### config.mk
export PLATFORM = sky130hd
export DESIGN_NAME = irq_status_reg
export DESIGN_NICKNAME = d
export VERILOG_FILES = /design/src/rtl/irq_stat_pkg.sv /design/src/rtl/irq_addr_decode.sv /design/src/rtl/irq_status_cell.sv /design/src/rtl/irq_status_bank.sv /design/src/rtl/irq_out_reg.sv /design/src/rtl/irq_status_reg.sv
export SDC_FILE = /design/constraint.sdc
export NUM_CORES = 1
export LEC_CHECK = 0
export BUFFER_PORTS_ARGS = -buffer_cell sky130_fd_sc_hd__buf_2
export CORE_AREA = 2 2 65 67
export CTS_CLUSTER_DIAMETER = 80
export DETAILED_ROUTE_END_ITERATION = 8
export DIE_AREA = 0 0 67 69
export PLACE_DENSITY = 0.72
export SLEW_MARGIN = 10
export SYNTH_ARGS = -nofsm -noshare
export SYNTH_HDL_FRONTEND = slang
export SYNTH_SLANG_ARGS = --single-unit
### constraint.sdc
create_clock -name clk -period 1.3 [get_ports clk]
set_clock_uncertainty 0.15 [all_clocks]
set_input_delay 0 -clock clk [delete_from_list [all_inputs] [get_ports clk]]
set_output_delay 0 -clock clk [all_outputs]
set_load 0.005 [all_outputs]
### src/rtl/irq_stat_pkg.sv
// Package: shared constants for the interrupt status register.
// Assumes a 32-bit register whose implemented bits are fixed by the
// event sources wired to it.
package irq_stat_pkg;
    localparam int unsigned STAT_W = 32;
    // Implemented status bits: 13..10 and 7..0
    localparam logic [STAT_W-1:0] IMPL_BITS = 32'h0000_3CFF;
    // Bit indices of the event sources
    localparam int unsigned B_MGMT_SENT  = 0;
    localparam int unsigned B_RX_DONE    = 1;
    localparam int unsigned B_RX_USEDBIT = 2;
    localparam int unsigned B_TX_USEDBIT = 3;
    localparam int unsigned B_TX_UNDER   = 4;
    localparam int unsigned B_RETRY_LIM  = 5;
    localparam int unsigned B_TX_NOBUF   = 6;
    localparam int unsigned B_TX_DONE    = 7;
    localparam int unsigned B_RX_OVR     = 10;
    localparam int unsigned B_DMA_NOK    = 11;
    localparam int unsigned B_PAUSE_RX   = 12;
    localparam int unsigned B_PAUSE_ZERO = 13;
endpackage

### src/rtl/irq_addr_decode.sv
// Module: irq_addr_decode
// Turns the bus strobes into read-hit and write-hit for the single status
// register. Assumes strobes are one-cycle pulses per access.
module irq_addr_decode #(
    parameter int unsigned ADDR_W   = 8,
    parameter logic [ADDR_W-1:0] REG_ADDR = 8'h24
) (
    input  logic [ADDR_W-1:0] bus_addr,
    input  logic              bus_rd,
    input  logic              bus_wr,
    output logic              rd_hit,
    output logic              wr_hit
);
    logic sel;

    // Address match and strobe qualification
    always_comb begin
        sel    = (bus_addr == REG_ADDR);
        rd_hit = sel && bus_rd;
        wr_hit = sel && bus_wr;
    end
endmodule

### src/rtl/irq_status_cell.sv
// Module: irq_status_cell
// One sticky status bit. Priority: test write, then enabled event,
// then clear-on-read. Assumes events are single-cycle pulses.
module irq_status_cell (
    input  logic clk,
    input  logic rst_n,
    input  logic evt,
    input  logic blk,
    input  logic rd_clr,
    input  logic wr_ld,
    input  logic wr_val,
    output logic q
);
    // Sticky bit update with write > event > read-clear priority
    always_ff @(posedge clk) begin
        if (!rst_n) begin
            q <= 1'b0;
        end else if (wr_ld) begin
            q <= wr_val;
        end else if (evt && !blk) begin
            q <= 1'b1;
        end else if (rd_clr) begin
            q <= 1'b0;
        end
    end
endmodule

### src/rtl/irq_status_bank.sv
// Module: irq_status_bank
// Array of status cells; only positions set in IMPL get a cell, the rest
// are tied to zero. Assumes rd_clr and wr_ld come from the address decode.
module irq_status_bank #(
    parameter int unsigned DATA_W = 32,
    parameter logic [DATA_W-1:0] IMPL = '1
) (
    input  logic              clk,
    input  logic              rst_n,
    input  logic [DATA_W-1:0] evt,
    input  logic [DATA_W-1:0] mask,
    input  logic              rd_clr,
    input  logic              wr_ld,
    input  logic [DATA_W-1:0] wr_data,
    output logic [DATA_W-1:0] status
);
    logic unused_resv;

    // Reserved positions carry no state; fold their inputs away
    assign unused_resv = ^((evt | mask | wr_data) & ~IMPL);

    for (genvar i = 0; i < DATA_W; i++) begin : g_bit
        if (IMPL[i]) begin : g_cell
            irq_status_cell u_cell (
                .clk    (clk),
                .rst_n  (rst_n),
                .evt    (evt[i]),
                .blk    (mask[i]),
                .rd_clr (rd_clr),
                .wr_ld  (wr_ld),
                .wr_val (wr_data[i]),
                .q      (status[i])
            );
        end else begin : g_resv
            assign status[i] = 1'b0;
        end
    end
endmodule

### src/rtl/irq_out_reg.sv
// Module: irq_out_reg
// Registered OR of all status bits driving the interrupt line.
// Assumes the status vector is itself registered.
module irq_out_reg #(
    parameter int unsigned DATA_W = 32
) (
    input  logic              clk,
    input  logic              rst_n,
    input  logic [DATA_W-1:0] status,
    output logic              irq
);
    // Register the any-bit-set condition
    always_ff @(posedge clk) begin
        if (!rst_n) irq <= 1'b0;
        else        irq <= |status;
    end
endmodule

### src/rtl/irq_status_reg.sv
// Module: irq_status_reg (top)
// Maskable, clear-on-read interrupt status register with a test write path
// and one registered interrupt output. Assumes one-cycle bus strobes and
// one-cycle event pulses, all synchronous to clk.
module irq_status_reg
    import irq_stat_pkg::*;
#(
    parameter int unsigned DATA_W   = STAT_W,
    parameter int unsigned ADDR_W   = 8,
    parameter logic [ADDR_W-1:0] REG_ADDR = 8'h24,
    parameter logic [DATA_W-1:0] VALID_MASK = IMPL_BITS
) (
    input  logic              clk,
    input  logic              rst_n,
    input  logic [ADDR_W-1:0] bus_addr,
    input  logic              bus_rd,
    input  logic              bus_wr,
    input  logic [DATA_W-1:0] bus_wdata,
    output logic [DATA_W-1:0] bus_rdata,
    input  logic [DATA_W-1:0] evt,
    input  logic [DATA_W-1:0] mask,
    output logic              irq
);
    logic              rd_hit;
    logic              wr_hit;
    logic [DATA_W-1:0] status_q;

    irq_addr_decode #(
        .ADDR_W   (ADDR_W),
        .REG_ADDR (REG_ADDR)
    ) u_dec (
        .bus_addr (bus_addr),
        .bus_rd   (bus_rd),
        .bus_wr   (bus_wr),
        .rd_hit   (rd_hit),
        .wr_hit   (wr_hit)
    );

    irq_status_bank #(
        .DATA_W (DATA_W),
        .IMPL   (VALID_MASK)
    ) u_bank (
        .clk     (clk),
        .rst_n   (rst_n),
        .evt     (evt),
        .mask    (mask),
        .rd_clr  (rd_hit),
        .wr_ld   (wr_hit),
        .wr_data (bus_wdata),
        .status  (status_q)
    );

    irq_out_reg #(
        .DATA_W (DATA_W)
    ) u_irq (
        .clk    (clk),
        .rst_n  (rst_n),
        .status (status_q),
        .irq    (irq)
    );

    // Return the pre-clear status during a read hit, zero otherwise
    always_comb begin
        bus_rdata = rd_hit ? status_q : '0;
    end
endmodule

== Word level (Yosys, flattened, before mapping) ==
Index checks and enable logic that the tools add are counted.

* Register bits after elaboration: 13
* Output and inout bits: 33

* Eq/ne operators: 1
* Multiplexer cells: 26
* Reductions and logical operators: 39

{| class="wikitable"
|+ Operators with widths
! operator !! count
|-
| 3-bit nonzero test || 12
|-
| 1-bit two-way mux || 25
|-
| 1-bit logical AND || 14
|-
| 14-bit two-way mux || 1
|-
| 1-bit logical NOT || 12
|-
| 12-bit OR reduction || 1
|-
| 8-bit by 6-bit == test with 1-bit output, second input constant || 1
|}

== Depth between registers and ports, before layout ==
* Depth in word-level cells: 5
* Mapped depth: 5
* Mapped depth without buffers: 3

== By module ==
From an unflattened synthesis, not the netlist that was laid out.

* Cells, all modules: 134
* Area, all modules: 1128.6 um2

{| class="wikitable"
|+ Modules (own cells, without submodules)
! module !! instances !! cells each !! area an instance (um2) !! seq. area each (um2)
|-
| irq_status_cell || 12 || 5 || 48.8 || 20.0
|-
| irq_status_reg || 1 || 35 || 255.2 || 0.0
|-
| irq_status_bank || 1 || 21 || 153.9 || 0.0
|-
| irq_out_reg || 1 || 12 || 96.3 || 20.0
|-
| irq_addr_decode || 1 || 6 || 37.5 || 0.0
|}

== Worst setup path after synthesis ==
OpenSTA, ideal clock, no wires.

* Path type: in2reg
* From: in bus_addr[3]
* To: reg u_bank.g_bit[0].g_cell.u_cell.q
* Data arrival time: 0.969 ns
* Setup slack: 0.060 ns
* Stages: 4
* Path buffers: 1
* Path through: nor4b_4 > buf_6 > a31oi_1 > o311a_1

* Cells in the longest elaborated chain, start to end: 3
* Elaborated cells on any way between the ends: 5

{| class="wikitable"
|+ Ends and longest elaborated chain
! what !! line !! source
|-
| start: declaration || irq_status_reg.sv:15 || <nowiki>input logic [ADDR_W-1:0] bus_addr,</nowiki>
|-
| 8-bit by 6-bit == test with 1-bit output (*) || irq_addr_decode.sv:18 || <nowiki>sel = (bus_addr == REG_ADDR);</nowiki>
|-
| 1-bit logical AND (on tied branches) || irq_addr_decode.sv:19, irq_addr_decode.sv:20 ||
|-
| 3-bit nonzero test (no line) or 1-bit two-way mux (tied branches) || n/a ||
|-
| end signal: assignment || irq_status_cell.sv:19 || <nowiki>q <= wr_val;</nowiki>
|-
| end: declaration || irq_status_cell.sv:12 || <nowiki>output logic q</nowiki>
|}

Every way passes the cells marked *; elsewhere a longest branch is shown, timed or not.
A chain may end at the register's enable or synchronous reset.

== Final worst setup path ==
* From: in bus_addr[3]
* To: out bus_rdata[3]

* Cells in the longest elaborated chain, start to end: 3

{| class="wikitable"
|+ Ends and longest elaborated chain
! what !! line !! source
|-
| 8-bit by 6-bit == test with 1-bit output || irq_addr_decode.sv:18 ||
|-
| 1-bit logical AND || irq_addr_decode.sv:19 || <nowiki>rd_hit = sel && bus_rd;</nowiki>
|-
| 14-bit two-way mux || irq_status_reg.sv:64 || <nowiki>bus_rdata = rd_hit ? status_q : '0;</nowiki>
|-
| end: declaration || irq_status_reg.sv:19 || <nowiki>output logic [DATA_W-1:0] bus_rdata,</nowiki>
|}

No other way between the ends.

==> out/qor.yml <==
outcome:
  outcome: "finished, violations left"
  failed_checks: "hold timing"
sta:
  rsz0062_at_grt: "yes"
  fin_ws_ps: 4.33
  post-route-min-period_ps: 1300
  period_share: 0.997
  hold_viol_final: 1
  fmax_mhz: 772
  drv_slew: 0
  setup_violations: 0
  holdWs_ps: -10.2
synth:
  avgSynthCellArea_um2: 8.56
  synth_area_leader_cell: "dfxtp_1"
  synth_cell_type_count: 16
  synth_top_cell_area_share: 0.245
  yosysWarnings: 0
  synth-seq-cells: 13
  syn_inst: 124
  synth_area_mm2: 0.00106
  ys_seq_area_frac: 0.245
  synthTopCellsByArea: "dfxtp_1 25%, buf_4 16%, o311a_1 11%, nand4b_1 9.9%, a31oi_1 7.7%"
clocking:
  ctsLongestPathBuffers: 2
  cts_made_buffers: 3
  clock-sinks: 13
  cts_tree: "yes"
  cts-root-buf: "clkbuf_8"
  cts_max_level: 1
  cts.reportedPaths.clkPinSlew_ps: 60
  clock_latency_ps: 250
drt:
  drc: 0
  postRouteAntennaNets: 0
  drt_first_pass_iters: 4
  num_vias: 1234
  wl_per_cell_um: 13.0
  finalWirelength_um: 3540
  first_iter_violations: 65
  via_per_inst: 4.54
global_routing:
  antenna_found_initial: 0
  grt_pass1_vias: 1252
  overflow: 0
  grt_pass1_wl_um: 5570
  grt_use_total: 0.152
  grt_max_degree: 14
place:
  place_area_mm2: 0.00137
  portBuffers: 60
  dp_hpwl_um: 2160
  globalplace.congestion: 0.791
  preCtsSetupSlack_ps: -56.6
pwr:
  p_clk_frac: 0.330
  power_density_mw_per_mm2: 593
  ir_worst_vdd_uv: 529
  intPower_mw: 0.837
  sw_frac_of_total: 0.261
  switchingPower_mw: 0.295
  pwr-share-comb: 0.273
  p_leak_nw: 0.927
  share_seq_of_total_power: 0.397
setup_path:
  crit_fanout: 8
  cp-end-kind: "output pin"
  cp_data_required_time_ps: 1150
  r2r-start: "u_bank.g_bit[10].g_cell.u_cell.q"
  start_kind: "input port"
  worstSetupStartpoint: "bus_addr[3]"
  critPathArrivalTime_ps: 1150
  crit_type: "in -> out"
floorplanning:
  pin_count: 141
  die-area_mm2: 0.00462
  rows: 23
  die_x_um: 67
  core_mm2: 0.00391
  chipHeight_um: 69
  start_util: 0.271
hold_path:
  hold_path.class: "in -> reg"
  min-delay-start: "evt[11]"
finish:
  fin_area_mm2: 0.00191
  n_antenna_cell: 0
  fin_util: 0.488
  drive_gt1_frac: 0.405
  syn_to_final_growth_pct: 80.0
  nets: 331
run:
  drv_cap: 0
[power groups by stage]
stage	sequential (mW)	combinational, mW	clock (mW)
after CTS	0.447	0.298	0.379
after detailed placement	0.456	0.213	0
after global placement	0.457	0.210	0
final	0.449	0.309	0.374
after global routing	0.454	0.342	0.398
after floorplan	0.450	0.158	0
[cell families after synthesis]
| kind of cell | count (synthesis) | share of synthesized area |
|---|---|---|
| flip-flops | 13 | 0.245 |
| AO/OA/AOI/OAI | 25 | 0.190 |
| buffers and inverters | 42 | 0.246 |
| AND/OR/NAND/NOR | 43 | 0.315 |
| other | 1 | 0.00353 |
[flip-flops by register name, indices dropped and copies added, names as in the netlist]
| signal | cells |
|---|---|
| u_bank.g_bit.g_cell.u_cell.q | 12 |
| u_irq.irq | 1 |
[per-stage QoR]
stage,power (mW),cells,setup TNS (ps)
4_1_cts,1.12,271,-2.73
2_1_floorplan,0.608,143,0
6_report,1.13,272,0
3_5_place_dp,0.668,232,-920
3_3_place_gp,0.668,232,-643
5_1_grt,1.19,272,-987
[worst max-delay path, stage by stage]
cell,delay (ps)
buf_6,100
nor4b_4,330
clkbuf_16,190
and3_4,190
buf_6,120
and2_4,140
buf_6,80
[cell type report]
class	count	area [um^2]
Inverter	13	48.8
Tap cell	50	62.6
Timing Repair Buffer	104	855
Clock buffer	4	45.0
Multi-Input combinational cell	88	638
Sequential cell	13	260
Fill cell	377	2000
[cells in the mapped netlist (all sizes together)]
master   n
buf     26
and3     2
clkbuf   3
a31oi   13
nand4b  12
nor2b   12
dfxtp   13
nor4b    2
and2    12
conb     1
inv     13
o311a   12
nor4     3
[layer usage]
layer,wire length (um),share of wire,vias to the layer above,global-route usage
met5,0,0,-,0
met4,42,0.012,0,0.0385
met3,238,0.067,4,0.0375
met2,1900,0.54,58,0.271
met1,1360,0.38,566,0.176
li1,-,-,606,-
[path summary, 6_finish.rpt]
check / end / slack, ps / cells after the start
hold reg to reg: u_irq.irq / 410 / 2
hold / removal: u_bank.g_bit[11].g_cell.u_cell.q / -10 / 3
setup reg to reg: u_irq.irq / 100 / 2
setup / recovery: bus_rdata[3] / 4 / 7
[placed cells by master (no fill, tap or decap), types with 2 or more instances in the layout]
cell,synthesis,final
nand4b_1,12,12
dlygate4sd3_1,0,29
inv_1,13,13
a31oi_1,13,13
o311a_1,12,12
clkbuf_8,0,3
conb_1,1,20
buf_4,23,9
nor4b_4,2,2
buf_2,1,49
and2_4,0,9
nor2b_1,12,12
and2_1,12,3
buf_6,2,13
nor4_1,3,3
dfxtp_1,13,13
[what timing repair did]
item                                    4_1_cts  5_1_grt
endpoints found under the hold margin        13        0
pin swaps                                     3        3
gates resized for setup                       3       22
hold buffers                                 29        0
cloned                                        2        0
endpoints found under the setup margin       12       24
setup buffers                                 4        1
(Power assumes the default switching activity.)
